<file path="config.mk">
export PLATFORM = sky130hd
export DESIGN_NAME = irq_agg
export DESIGN_NICKNAME = d
export VERILOG_FILES = /design/src/rtl/irq_agg_pkg.sv /design/src/rtl/irq_src_bank.sv /design/src/rtl/irq_summary.sv /design/src/rtl/irq_bus_if.sv /design/src/rtl/irq_agg.sv
export SDC_FILE = /design/constraint.sdc
export NUM_CORES = 1
export LEC_CHECK = 0
export BUFFER_PORTS_ARGS = -buffer_cell sky130_fd_sc_hd__buf_2
export CAP_MARGIN = 20
export CORE_MARGIN = 2
export CORE_UTILIZATION = 60
export CTS_CLUSTER_DIAMETER = 150
export CTS_CLUSTER_SIZE = 14
export DETAILED_ROUTE_END_ITERATION = 7
export GPL_TIMING_DRIVEN = 0
export PLACE_DENSITY = 0.84
export SLEW_MARGIN = 20
export SYNTH_ARGS = -nofsm -noshare
export SYNTH_HDL_FRONTEND = slang
export SYNTH_HIERARCHICAL = 1
export SYNTH_SLANG_ARGS = --single-unit
</file>
<file path="constraint.sdc">
create_clock -name clk -period 10.3 [get_ports clk]
set_input_delay 1.545 -clock clk [delete_from_list [all_inputs] [get_ports clk]]
set_output_delay 1.545 -clock clk [all_outputs]
set_load 0.1 [all_outputs]
</file>
<file path="src/rtl/irq_agg_pkg.sv">
// Package irq_agg_pkg
// Holds the types and the address decode shared by the aggregator's modules.
// It assumes a byte address split as {group, slot[2:0], offset[3:0]}, with six
// channel slots per group and the group summary in slot 6.
package irq_agg_pkg;

    localparam int GRP_CH  = 6;
    localparam int DATA_W  = 8;
    localparam int ADDR_W  = 8;

    localparam logic [3:0] OFS_SRC = 4'h2;
    localparam logic [3:0] OFS_EN  = 4'h3;
    localparam logic [3:0] OFS_SUM = 4'h1;
    localparam logic [2:0] SLOT_SUM = 3'd6;

    typedef enum logic [1:0] {
        ACC_NONE = 2'd0,
        ACC_SRC  = 2'd1,
        ACC_EN   = 2'd2,
        ACC_SUM  = 2'd3
    } acc_kind_e;

    typedef struct packed {
        acc_kind_e  kind;
        logic [3:0] ch;
        logic       grp;
    } acc_dec_t;

    // Turns a bus address into an access kind and, where it applies, a channel.
    function automatic acc_dec_t decode_addr(input logic [ADDR_W-1:0] a, input int n_ch);
        acc_dec_t d;
        int       ch;
        d.kind = ACC_NONE;
        d.ch   = '0;
        d.grp  = a[7];
        ch     = int'(a[7]) * GRP_CH + int'(a[6:4]);
        if (a[6:4] == SLOT_SUM && a[3:0] == OFS_SUM) begin
            d.kind = ACC_SUM;
        end else if (int'(a[6:4]) < GRP_CH && ch < n_ch) begin
            d.ch = ch[3:0];
            if (a[3:0] == OFS_SRC) begin
                d.kind = ACC_SRC;
            end else if (a[3:0] == OFS_EN) begin
                d.kind = ACC_EN;
            end
        end
        return d;
    endfunction

endpackage

</file>
<file path="src/rtl/irq_src_bank.sv">
// Module irq_src_bank
// One channel's sticky source latches and its enable register.
// It assumes the clear strobe is one cycle long. An event in the clear cycle wins
// over the clear, so no event is lost.
module irq_src_bank #(
    parameter int SRC_W = 8
) (
    input  logic             clk,
    input  logic             rst_n,
    input  logic [SRC_W-1:0] evt,
    input  logic             rd_clr,
    input  logic             en_we,
    input  logic [SRC_W-1:0] en_wdata,
    output logic [SRC_W-1:0] latch_q,
    output logic [SRC_W-1:0] en_q,
    output logic             pend
);

    // Sticky latches: cleared by a source read, set by any event.
    always_ff @(posedge clk) begin
        if (!rst_n) begin
            latch_q <= '0;
        end else begin
            latch_q <= (rd_clr ? '0 : latch_q) | evt;
        end
    end

    // Enable register, written by the host.
    always_ff @(posedge clk) begin
        if (!rst_n) begin
            en_q <= '0;
        end else if (en_we) begin
            en_q <= en_wdata;
        end
    end

    // Channel has an enabled source awaiting service.
    always_comb begin
        pend = |(latch_q & en_q);
    end

endmodule

</file>
<file path="src/rtl/irq_summary.sv">
// Module irq_summary
// Sticky channel-level summary bits.
// It assumes pend comes from registered latches and that clr is a one-cycle
// source-read strobe for each channel.
module irq_summary #(
    parameter int NUM_CH = 12
) (
    input  logic              clk,
    input  logic              rst_n,
    input  logic [NUM_CH-1:0] pend,
    input  logic [NUM_CH-1:0] clr,
    output logic [NUM_CH-1:0] sum_q
);

    // A source read clears the bit; otherwise a pending channel sets it.
    always_ff @(posedge clk) begin
        if (!rst_n) begin
            sum_q <= '0;
        end else begin
            sum_q <= ~clr & (sum_q | pend);
        end
    end

endmodule

</file>
<file path="src/rtl/irq_bus_if.sv">
// Module irq_bus_if
// Register-bus front end. It decodes addresses, raises the write-enable and
// clear-on-read strobes, and registers the read data one clock after the strobe.
// It assumes single-cycle strobes. A read and a write in one cycle are both
// served, and the read returns the value held before the write.
module irq_bus_if
    import irq_agg_pkg::*;
#(
    parameter int NUM_CH = 12,
    parameter int SRC_W  = 8
) (
    input  logic                     clk,
    input  logic                     rst_n,
    input  logic                     bus_rd,
    input  logic                     bus_wr,
    input  logic [ADDR_W-1:0]        bus_addr,
    input  logic [NUM_CH*SRC_W-1:0]  lat_flat,
    input  logic [NUM_CH*SRC_W-1:0]  en_flat,
    input  logic [NUM_CH-1:0]        sum_q,
    output logic [NUM_CH-1:0]        src_clr,
    output logic [NUM_CH-1:0]        en_we,
    output logic [DATA_W-1:0]        bus_rdata
);

    acc_dec_t          dec;
    logic [DATA_W-1:0] rd_mux;

    // Decode the current address.
    always_comb begin
        dec = decode_addr(bus_addr, NUM_CH);
    end

    // Per-channel strobes: clear on a source read, load on an enable write.
    always_comb begin
        src_clr = '0;
        en_we   = '0;
        if (bus_rd && dec.kind == ACC_SRC) begin
            src_clr[dec.ch] = 1'b1;
        end
        if (bus_wr && dec.kind == ACC_EN) begin
            en_we[dec.ch] = 1'b1;
        end
    end

    // Read multiplexer; reserved and unmapped bits stay 0.
    always_comb begin
        rd_mux = '0;
        case (dec.kind)
            ACC_SRC: rd_mux[SRC_W-1:0] = lat_flat[int'(dec.ch)*SRC_W +: SRC_W];
            ACC_EN:  rd_mux[SRC_W-1:0] = en_flat[int'(dec.ch)*SRC_W +: SRC_W];
            ACC_SUM: begin
                for (int i = 0; i < GRP_CH; i++) begin
                    if (int'(dec.grp) * GRP_CH + i < NUM_CH) begin
                        rd_mux[i] = sum_q[int'(dec.grp) * GRP_CH + i];
                    end
                end
            end
            default: rd_mux = '0;
        endcase
    end

    // Read data register, loaded only on a read strobe.
    always_ff @(posedge clk) begin
        if (!rst_n) begin
            bus_rdata <= '0;
        end else if (bus_rd) begin
            bus_rdata <= rd_mux;
        end
    end

endmodule

</file>
<file path="src/rtl/irq_agg.sv">
// Module irq_agg
// Top level of the two-level interrupt status aggregator. It instantiates one
// source bank per channel, the sticky summary and the bus front end, and it
// drives the active-low combined interrupt.
// It assumes NUM_CH <= 12 (two groups of six) and SRC_W <= 8.
module irq_agg
    import irq_agg_pkg::*;
#(
    parameter int NUM_CH = 12,
    parameter int SRC_W  = 8
) (
    input  logic                    clk,
    input  logic                    rst_n,
    input  logic                    bus_rd,
    input  logic                    bus_wr,
    input  logic [7:0]              bus_addr,
    input  logic [7:0]              bus_wdata,
    output logic [7:0]              bus_rdata,
    input  logic [NUM_CH*SRC_W-1:0] line_evt,
    output logic                    irq_n
);

    logic [NUM_CH*SRC_W-1:0] lat_flat;
    logic [NUM_CH*SRC_W-1:0] en_flat;
    logic [NUM_CH-1:0]       pend;
    logic [NUM_CH-1:0]       src_clr;
    logic [NUM_CH-1:0]       en_we;
    logic [NUM_CH-1:0]       sum_q;

    for (genvar c = 0; c < NUM_CH; c++) begin : g_ch
        irq_src_bank #(.SRC_W(SRC_W)) u_bank (
            .clk      (clk),
            .rst_n    (rst_n),
            .evt      (line_evt[c*SRC_W +: SRC_W]),
            .rd_clr   (src_clr[c]),
            .en_we    (en_we[c]),
            .en_wdata (bus_wdata[SRC_W-1:0]),
            .latch_q  (lat_flat[c*SRC_W +: SRC_W]),
            .en_q     (en_flat[c*SRC_W +: SRC_W]),
            .pend     (pend[c])
        );
    end

    irq_summary #(.NUM_CH(NUM_CH)) u_sum (
        .clk   (clk),
        .rst_n (rst_n),
        .pend  (pend),
        .clr   (src_clr),
        .sum_q (sum_q)
    );

    irq_bus_if #(.NUM_CH(NUM_CH), .SRC_W(SRC_W)) u_bus (
        .clk       (clk),
        .rst_n     (rst_n),
        .bus_rd    (bus_rd),
        .bus_wr    (bus_wr),
        .bus_addr  (bus_addr),
        .lat_flat  (lat_flat),
        .en_flat   (en_flat),
        .sum_q     (sum_q),
        .src_clr   (src_clr),
        .en_we     (en_we),
        .bus_rdata (bus_rdata)
    );

    // Combined interrupt: low while any summary bit is set.
    always_comb begin
        irq_n = ~|sum_q;
    end

endmodule

</file>
==> flow_metrics.env, run 1 <==
export IMPL_syn_area_per_cell_um2=9.70
export IMPL_core_um2=17100
export IMPL_drt_total_wl_mm=34.8
export IMPL_holdPathEnd="u_bus/bus_rdata[1]$_SDFFE_PN0P_"
export IMPL_vias_per_cell=6.40
export IMPL_start_kind="input port"
export IMPL_fin_nets=1342
export IMPL_worst_slew_pin_slew_ps=1070
export IMPL_n_antenna_cell=0
export IMPL_hold_viol=0
export IMPL_clock_root_buffer="clkbuf_16"
export IMPL_antenna_found_initial=0
export IMPL_p_leak_nw=4.36
export IMPL_path_cells="buf_2, clkbuf_1, inv_1, fa_1, a2bb2oi_2, buf_2, buf_2, nand3_1, o41ai_1, and2_1, ha_1, buf_1, nand2_1, nor3_1, nor2b_1, o21a_1"
export IMPL_hold_buffers=0
export IMPL_max_slew_margin_rel_pct=27.8
export IMPL_fin_total_pwr_mw=1.76
export IMPL_finalSetupViolCount=0
export IMPL_worstHoldPathCells=2
export IMPL_grt_max_degree=96
export IMPL_combPwrFrac_pct=14.6
export IMPL_slew_viol_final=0
export IMPL_drive_gt1_share_pct=18.6
export IMPL_max_freq_mhz=157
export IMPL_required_ps=10680
export IMPL_finalCritPeriodShare_pct=61.7
export IMPL_regToRegStartpoint="g_ch[7].u_bank/latch_q[6]$_SDFF_PN0_"
export IMPL_arrival_ps=6740
export IMPL_finalClockSkew_ps=22.7
export IMPL_end_kind="flip-flop"
export IMPL_syn_to_final_growth_pct=13.6
export IMPL_synthDistinctLibCells=53
export IMPL_grt_setup_unrepaired="no"
export IMPL_cpMostUsedCell="buf_2"
export IMPL_port_buffers=124
export IMPL_antenna_left=0
export IMPL_p_int_mw=1.28
export IMPL_syn_area_um2=10400
export IMPL_gp_congestion=1.09
export IMPL_crit_family="simple AND/OR/NAND/NOR gates"
export IMPL_seqPwrFrac_pct=49.9
export IMPL_critPathMaxStageDelay_ps=1010
export IMPL_synth_ff_latch_count=212
export IMPL_reg2reg_depth=4
export IMPL_drt_iter0_markers=983
export IMPL_p_switching_mw=0.481
export IMPL_crit_type="in2reg"
export IMPL_cts_resized=0
export IMPL_cap_violations=0
export IMPL_wire_per_inst_um=24.1
export IMPL_die_area_um2=18400
export IMPL_slowest_stage="nor3_1"
export IMPL_p_clk_share_pct=35.5
export IMPL_cts_path_max_buffers=3
export IMPL_synth_fp_nets=1196
export IMPL_num_vias=9244
export IMPL_start_util_pct=60.9
export IMPL_r2r_end="u_bus/bus_rdata[6]$_SDFFE_PN0P_"
export IMPL_switching_share_pct=27.4
export IMPL_clock_sinks=212
export IMPL_numCtsBuffers=19
export IMPL_rows=48
export IMPL_drt_pass1_iterations=7
export IMPL_synth_warning_count=6
export IMPL_grtUsageTotal_pct=37.4
export IMPL_die_x_um=136
export IMPL_hp_class="reg2reg"
export IMPL_r2r_slack_ps=8720
export IMPL_synth_flop_cell="dfxtp_1"
export IMPL_place_ws_ps=3640
export IMPL_grt_pass1_vias=8752
export IMPL_cts_tree="yes"
export IMPL_tns_ps=0
export IMPL_synth_edff_count=0
export IMPL_fin_crit_ps=6360
export IMPL_dp_cells=1423
export IMPL_hold_start="u_bus/bus_rdata[1]$_SDFFE_PN0P_"
export IMPL_path_buf_inv=6
export IMPL_die_height_um=136
export IMPL_htree_levels=1
export IMPL_grt_pass1_wl_mm=51.5
export IMPL_outcome="finished, final reports clean"
export IMPL_cts_setup_buffers=0
export IMPL_ys_async_sr_fraction_pct=0
export IMPL_ys_seq_area_share_pct=40.7
export IMPL_layout_setup_ws_ps=3940
export IMPL_syn_inst=1074
export IMPL_dp_hpwl_mm=25.1
export IMPL_ios=125
export IMPL_max_vdd_ir_drop_v=0.000152
export IMPL_power_density_nw_per_um2=148
export IMPL_clk_latency_ps=490
export IMPL_overflow=0
export IMPL_clk_pin_slew_worst_paths_ps=70
export IMPL_drc=0
export IMPL_fin_cells=1444
export IMPL_crit_fanout=10
[area by class of cell]
type                       instances  area (um^2)
sequential                       212         4240
clock inverter                     1         16.3
inverter                          13         48.8
tap                              225          282
clock buffer                      19          475
multi-input combinational        791         5760
timing repair buffer             125          628
fill                            1397         5270
buffer                            58          393
[cells by family after synthesis]
logic type      Yosys count  synth area share [%]
flops                   212                  40.7
fa+ha+maj                 6                 0.792
simple gates            357                  20.0
buf+inv                  71                  4.24
compound gates          279                  19.3
mux                     149                  14.9
[tightest hold or removal path: cells and delay by family (launching register included)]
kind             cells  cell delay (ps)
DFF                  1              330
and+or+nand+nor      2              130
[registers in the layout, summed over array words and instances, names as in the netlist]
register	count
g_ch.u_bank/en_q	96
g_ch.u_bank/latch_q	96
u_bus/bus_rdata	8
u_sum/sum_q	12
[cell usage after synthesis, types with 6 or more instances]
| master | n | area [um^2] |
|---|---|---|
| nand4_1 | 15 | 93.8 |
| a221o_1 | 6 | 60.1 |
| o22ai_1 | 20 | 125 |
| a21oi_1 | 22 | 110 |
| buf_4 | 16 | 120 |
| inv_1 | 13 | 48.8 |
| buf_6 | 12 | 135 |
| o211ai_1 | 12 | 90.1 |
| mux2i_1 | 132 | 1320 |
| o21ai_0 | 12 | 60.1 |
| mux2_2 | 13 | 146 |
| o21a_1 | 96 | 721 |
| nor2_1 | 48 | 180 |
| dfxtp_1 | 212 | 4240 |
| o21ai_1 | 10 | 50.1 |
| o221ai_1 | 14 | 123 |
| nor3b_2 | 10 | 125 |
| nand2_1 | 27 | 101 |
| nor2b_1 | 202 | 1260 |
| a22oi_1 | 53 | 398 |
| clkbuf_1 | 6 | 22.5 |
| nor3_1 | 17 | 85.1 |
| buf_2 | 20 | 100 |
| nand3_1 | 11 | 55.1 |
| a31oi_1 | 11 | 68.8 |
[layout by cell type, fill, tap and decap left out, drive strengths merged, types with 17 or more instances in the layout]
master | netlist | final
o22ai | 20 | 20
dfxtp | 212 | 212
a22oi | 53 | 53
nand2 | 27 | 27
o21a | 96 | 96
clkbuf | 6 | 25
nor3 | 17 | 17
nor2b | 202 | 202
mux2i | 132 | 132
buf | 52 | 177
nor2 | 48 | 48
a21oi | 24 | 24
o21ai | 22 | 22
[worst max-delay path by stage]
| stage | slack (ps) | from | cells after the start | to |
|---|---|---|---|---|
| finish | 3940 | bus_addr[7] | 16 | g_ch[4].u_bank/latch_q[1]$_SDFF_PN0_ |
| global placement | 3520 | bus_addr[7] | 16 | g_ch[9].u_bank/latch_q[5]$_SDFF_PN0_ |
| detailed placement | 3640 | bus_addr[7] | 16 | g_ch[1].u_bank/latch_q[4]$_SDFF_PN0_ |
| floorplan | 5050 | bus_addr[7] | 15 | g_ch[9].u_bank/latch_q[0]$_SDFF_PN0_ |
| global route | 3820 | bus_addr[7] | 16 | g_ch[6].u_bank/latch_q[2]$_SDFF_PN0_ |
| CTS | 4130 | bus_addr[7] | 16 | g_ch[1].u_bank/latch_q[4]$_SDFF_PN0_ |
[power by group through the flow]
stage / Sequential, mW / Clock, mW / Combinational [mW]
2_1_floorplan: 0.882 / 0 / 0.150
3_3_place_gp: 0.894 / 0 / 0.242
3_5_place_dp: 0.894 / 0 / 0.245
4_1_cts: 0.876 / 0.628 / 0.247
5_1_grt: 0.879 / 0.663 / 0.268
6_report: 0.878 / 0.624 / 0.257
[stage by stage]
stage	utilization (%)	area, um^2	hold slack, ps
global route	69.2	11800	516
finish	69.2	11800	511
floorplan	-	10400	468
detailed placement	66.2	11300	495
CTS	69.1	11800	504
global placement	66.2	11300	483
[per-layer routing]
| layer | GRT usage, % | share of wire [%] | vias to the layer above |
|---|---|---|---|
| li1 | - | - | 4173 |
| met1 | 49.6 | 41 | 4420 |
| met2 | 57.0 | 43 | 537 |
| met3 | 9.47 | 10 | 114 |
| met4 | 17.6 | 5.5 | 0 |
| met5 | 0 | 0 | - |
Power figures use the tool's default switching activity.
==> run 2, diff against run 1 <==
ABC_AREA = 1   (was default)
CORE_UTILIZATION = 53   (was 60)
PLACE_DENSITY = 0.79   (was 0.84)
clock period = 5.13 ns   (was 10.3 ns; I/O delays follow)
==> flow_metrics.env, run 2 <==
export IMPL_rows=51
export IMPL_finalSetupViolCount=0
export IMPL_ys_seq_area_share_pct=40.8
export IMPL_max_freq_mhz=214
export IMPL_syn_area_um2=10400
export IMPL_numCtsBuffers=19
export IMPL_ys_async_sr_fraction_pct=0
export IMPL_synth_ff_latch_count=212
export IMPL_cap_violations=0
export IMPL_max_vdd_ir_drop_v=0.000294
export IMPL_power_density_nw_per_um2=304
export IMPL_cts_path_max_buffers=3
export IMPL_synth_mux_area_share_pct=0
export IMPL_grt_max_degree=66
export IMPL_yosys_area_top_type="dfxtp_1"
export IMPL_outcome="finished, final reports clean"
export IMPL_p_leak_nw=5.88
export IMPL_reg_top3="g_ch.u_bank/en_q x96, g_ch.u_bank/latch_q x96, u_sum/sum_q x12"
export IMPL_drive_gt1_share_pct=12.3
export IMPL_end_kind="flip-flop"
export IMPL_cts_resized=0
export IMPL_worst_slew_pin_slew_ps=1070
export IMPL_p_int_mw=2.54
export IMPL_regToRegStartpoint="g_ch[2].u_bank/latch_q[7]$_SDFF_PN0_"
export IMPL_clk_pin_slew_worst_paths_ps=70
export IMPL_drt_pass1_iterations=7
export IMPL_synthDistinctLibCells=30
export IMPL_gp_congestion=1.05
export IMPL_syn_inst=1654
export IMPL_grt_setup_unrepaired="no"
export IMPL_antenna_found_initial=1
export IMPL_synth_fp_nets=1776
export IMPL_crit_fanout=10
export IMPL_crit_path_start="bus_addr[7]"
export IMPL_grt_pass1_wl_mm=58.6
export IMPL_ios=125
export IMPL_start_util_pct=53.7
export IMPL_syn_area_per_cell_um2=6.29
export IMPL_grt_pass1_vias=10100
export IMPL_final_cell_mix="nand2_1, nor2_1, dfxtp_1"
export IMPL_layout_commonest_cell="nand2_1"
export IMPL_grtUsageTotal_pct=37.6
export IMPL_synthAdderAreaFrac_pct=0.793
export IMPL_htree_levels=1
export IMPL_core_um2=19400
export IMPL_start_kind="input port"
export IMPL_synth_flop_cell="dfxtp_1"
export IMPL_p_switching_mw=1.08
export IMPL_fin_crit_ps=4670
export IMPL_slew_viol_final=0
export IMPL_drt_total_wl_mm=39.8
export IMPL_port_buffers=123
export IMPL_hold_viol=0
export IMPL_layout_setup_ws_ps=460
export IMPL_synth_top_family_by_area="simple AND/OR/NAND/NOR gates"
export IMPL_finalCoreUtilization_pct=61.3
export IMPL_hp_class="reg2reg"
export IMPL_hold_start="u_bus/bus_rdata[5]$_SDFFE_PN0P_"
export IMPL_switching_share_pct=29.8
export IMPL_cts_tree="yes"
export IMPL_synth_warning_count=6
export IMPL_wire_per_inst_um=19.3
export IMPL_fin_total_pwr_mw=3.61
export IMPL_syn_to_final_growth_pct=14.2
export IMPL_crit_type="in2reg"
export IMPL_clock_root_buffer="clkbuf_16"
export IMPL_synth_xor_xnor_area_share_pct=0
export IMPL_overflow=0
export IMPL_p_clk_share_pct=35.1
export IMPL_dp_hpwl_mm=29.5
export IMPL_yosysMostFrequentCell="nand2_1"
export IMPL_seqPwrFrac_pct=48.9
export IMPL_synth_compound_area_share_pct=12.5
export IMPL_vias_per_cell=5.57
export IMPL_synthSimpleGateAreaFrac_pct=38.6
export IMPL_fin_nets=1921
export IMPL_synth_area_leaders="dfxtp_1, nand2_1, nor2_1"
export IMPL_finalClockSkew_ps=14.3
export IMPL_synth_top_area_share_pct=40.8
export IMPL_drc=0
export IMPL_r2r_slack_ps=3620
export IMPL_arrival_ps=5060
export IMPL_antenna_left=0
export IMPL_die_area_um2=20800
export IMPL_clock_sinks=212
export IMPL_synth_commonest_cells="nand2_1, nor2_1, dfxtp_1"
export IMPL_die_x_um=144
export IMPL_synth_edff_count=0
export IMPL_combPwrFrac_pct=16.0
export IMPL_clk_latency_ps=500
export IMPL_fill_cells=1929
export IMPL_finalCritPeriodShare_pct=91.0
export IMPL_place_ws_ps=118
export IMPL_num_vias=11500
export IMPL_drt_iter0_markers=1231
export IMPL_hold_buffers=0
export IMPL_required_ps=5520
export IMPL_max_slew_margin_rel_pct=28.3
export IMPL_cts_setup_buffers=0
export IMPL_tns_ps=0
export IMPL_fin_hold_ws_ps=461
export IMPL_die_height_um=144
-- run 2: power by group through the flow --
stage	clock [mW]	combinational (mW)	sequential, mW
4_1_cts	1.28	0.555	1.76
6_report	1.27	0.578	1.76
5_1_grt	1.34	0.617	1.77
2_1_floorplan	0	0.320	1.77
3_5_place_dp	0	0.553	1.80
3_3_place_gp	0	0.548	1.80
-- run 2: stage by stage --
step                      area [um^2]  std cells
after global routing            11900       2064
final                           11900       2066
after detailed placement        11400       2043
after global placement          11400       2042
after CTS                       11900       2064
after floorplan                 10400       1654
-- run 2: worst paths after layout --
check                                        end  cells past startpoint
max reg2reg      u_bus/bus_rdata[7]$_SDFFE_PN0P_                     10
min reg2reg      u_bus/bus_rdata[5]$_SDFFE_PN0P_                      2
min              u_bus/bus_rdata[5]$_SDFFE_PN0P_                      2
max          g_ch[8].u_bank/en_q[2]$_SDFFE_PN0P_                     19
-- run 2: final cells by class --
cell class	instances	area [um^2]	area share [%]
antenna	2	5.00	0.0421
buffer	42	229	1.93
clock buffer	19	475	4.00
clock inverter	2	25.0	0.210
inverter	141	532	4.47
multi-input combinational	1259	5400	45.4
sequential	212	4240	35.7
tap	265	332	2.79
timing repair buffer	124	646	5.43
-- run 2: logic make-up (layout without fill, tap and decap cells) --
logic type | Yosys count | count (layout)
fa+ha+maj | 6 | 6
flops | 212 | 212
other cells | 0 | 2
simple gates | 996 | 996
buf+inv | 183 | 328
compound gates | 257 | 257
-- run 2: metal layers --
| layer | share of wire (%) | global-route usage [%] |
|---|---|---|
| met1 | 42 | 53.3 |
| met3 | 12 | 7.32 |
| met2 | 42 | 57.8 |
| met4 | 3.8 | 12.4 |
| met5 | 0 | 0 |
-- run 2: critical path: stages --
cell      delay (ps)
buf_2            190
ha_1             180
inv_1             50
fa_1             470
buf_4            170
nor2_1            90
nor2_4           240
buf_4            250
nand3_1           80
inv_1             70
a21oi_1          110
inv_1            110
ha_1             270
nand2_1          180
clkbuf_1         400
nor3_1           970
inv_2            240
nor2_1           160
nor2_1            60
==> run 3, diff against run 2 <==
BUFFER_PORTS_ARGS = default   (was -buffer_cell sky130_fd_sc_hd__buf_2)
CORE_UTILIZATION = 58   (was 53)
CTS_CLUSTER_DIAMETER = 100   (was 150)
CTS_CLUSTER_SIZE = default   (was 14)
DONT_BUFFER_PORTS = 1   (was default)
PLACE_DENSITY = 0.78   (was 0.79)
==> flow_metrics.env, run 3 (same netlist as run 2, synthesis figures left out) <==
export IMPL_start_kind="input port"
export IMPL_met3_length_mm=5.20
export IMPL_p_leak_nw=5.46
export IMPL_ios=125
export IMPL_fin_total_pwr_mw=3.80
export IMPL_layout_setup_ws_ps=595
export IMPL_clock_sinks=212
export IMPL_max_vdd_ir_drop_v=0.000326
export IMPL_n_antenna_cell=0
export IMPL_die_x_um=138
export IMPL_end_kind="flip-flop"
export IMPL_reg_top3="g_ch.u_bank/en_q x96, g_ch.u_bank/latch_q x96, u_sum/sum_q x12"
export IMPL_drt_total_wl_mm=39.1
export IMPL_place_ws_ps=314
export IMPL_antenna_left=0
export IMPL_port_buffers=0
export IMPL_finalClockSkew_ps=14.6
export IMPL_power_density_nw_per_um2=334
export IMPL_grt_pass1_wl_mm=56.9
export IMPL_wl_met2_mm=16.4
export IMPL_num_vias=11300
export IMPL_required_ps=5530
export IMPL_worst_slew_pin_slew_ps=1090
export IMPL_numCtsBuffers=22
export IMPL_fin_crit_ps=4530
export IMPL_finalCoreUtilization_pct=65.3
export IMPL_arrival_ps=4930
export IMPL_crit_fanout=10
export IMPL_layout_commonest_cell="nand2_1"
export IMPL_overflow=0
export IMPL_antenna_found_initial=0
export IMPL_top_layer="met4"
export IMPL_rows=48
export IMPL_grtUsageTotal_pct=40.3
export IMPL_drt_pass1_iterations=6
export IMPL_drive_gt1_share_pct=6.20
export IMPL_cts_setup_buffers=0
export IMPL_fin_nets=1800
export IMPL_crit_family="simple AND/OR/NAND/NOR gates"
export IMPL_wire_per_inst_um=20.4
export IMPL_clock_root_buffer="clkbuf_16"
export IMPL_htree_levels=1
export IMPL_vias_per_cell=5.88
export IMPL_clk_latency_ps=520
export IMPL_wl_met1_mm=15.7
export IMPL_drc=0
export IMPL_gp_congestion=1.06
export IMPL_syn_to_final_growth_pct=9.34
export IMPL_hold_buffers=0
export IMPL_cts_path_max_buffers=3
export IMPL_outcome="finished, final reports clean"
export IMPL_core_um2=17400
export IMPL_tns_ps=0
export IMPL_hp_class="in2reg"
export IMPL_grt_max_degree=113
export IMPL_max_freq_mhz=221
export IMPL_critPathMaxStageDelay_ps=1000
export IMPL_cts_tree="yes"
export IMPL_finalSetupViolCount=0
export IMPL_drt_iter0_markers=1223
export IMPL_path_cells="ha_1, inv_1, fa_1, buf_4, nor2_1, nor2_4, buf_4, nand3_1, inv_1, a21oi_1, inv_1, ha_1, nand2_1, clkbuf_1, nor3_1, inv_2, nor2_1, nor2_1"
export IMPL_hold_viol=0
export IMPL_dp_hpwl_mm=28.3
export IMPL_grt_pass1_vias=9939
export IMPL_die_height_um=138
export IMPL_final_cell_mix="nand2_1, nor2_1, dfxtp_1"
export IMPL_crit_type="in2reg"
export IMPL_grt_setup_unrepaired="no"
export IMPL_clk_pin_slew_worst_paths_ps=60
export IMPL_slew_viol_final=0
export IMPL_start_util_pct=59.8
export IMPL_slowest_stage="nor3_1"
export IMPL_cap_violations=0
export IMPL_max_slew_margin_rel_pct=26.6
export IMPL_cts_resized=0
export IMPL_path_buf_inv=7
export IMPL_finalCritPeriodShare_pct=88.4
export IMPL_die_area_um2=19000
## run 3: cell count changes in the layout (fill, tap and decap cells not counted)
cell       delta
buf_2       -122
clkbuf_1     +10
clkbuf_8      +5
clkbuf_16     +4
diode_2       -2
buf_16        -1
buf_4         -1
clkinv_4      +1
clkinv_8      -1
inv_6         -1
## run 3: final timing paths
| check | cells past startpoint | startpoint | slack [ps] | endpoint |
|---|---|---|---|---|
| setup / recovery | 18 | bus_addr[5] | 600 | g_ch[8].u_bank/en_q[0]$_SDFFE_PN0P_ |
| hold / removal | 2 | line_evt[55] | 370 | g_ch[6].u_bank/latch_q[7]$_SDFF_PN0_ |
| setup reg to reg | 10 | g_ch[5].u_bank/latch_q[4]$_SDFF_PN0_ | 3630 | u_bus/bus_rdata[4]$_SDFFE_PN0P_ |
| hold reg to reg | 2 | u_sum/sum_q[11]$_SDFF_PN0_ | 490 | u_sum/sum_q[11]$_SDFF_PN0_ |
## run 3: per-stage QoR
stage / cells / area (um^2) / hold slack [ps]
6_report: 1918 / 11400 / 367
5_1_grt: 1918 / 11400 / 369
4_1_cts: 1918 / 11400 / 366
3_5_place_dp: 1879 / 10700 / 483
3_3_place_gp: 1879 / 10700 / 478
2_1_floorplan: 1654 / 10400 / 460
## run 3: area by class of cell
class,count,area (um^2)
plain buffers,42,229
clock buffers,38,682
clock inverters,1,8.76
fillers,1654,6040
inverters,141,532
multi-input cells,1259,5400
flip-flops and latches,212,4240
well taps,225,282
## run 3: layer usage
| metal | vias up | global-route usage [%] |
|---|---|---|
| li1 | 5295 | - |
| met1 | 5094 | 54.7 |
| met2 | 773 | 60.5 |
| met3 | 121 | 10.8 |
| met4 | 0 | 16.8 |
| met5 | - | 0 |
## run 3: worst register-to-register path, cell delays in order (launching register included)
cell and delay, ps:
dfxtp_1 380, inv_1 70, nand4_1 80, nand2_1 110, nand2_1 100, nand2_1 60, a21oi_1 140, nand3_1 150
nand3_1 140, nand2_1 80, a21oi_1 130
## run 3: power breakdown
| group | internal (mW) | switching (mW) |
|---|---|---|
| clock network | 0.897 | 0.646 |
| registers | 1.70 | 0.0652 |
| logic | 0.135 | 0.350 |
| total | 2.74 | 1.06 |
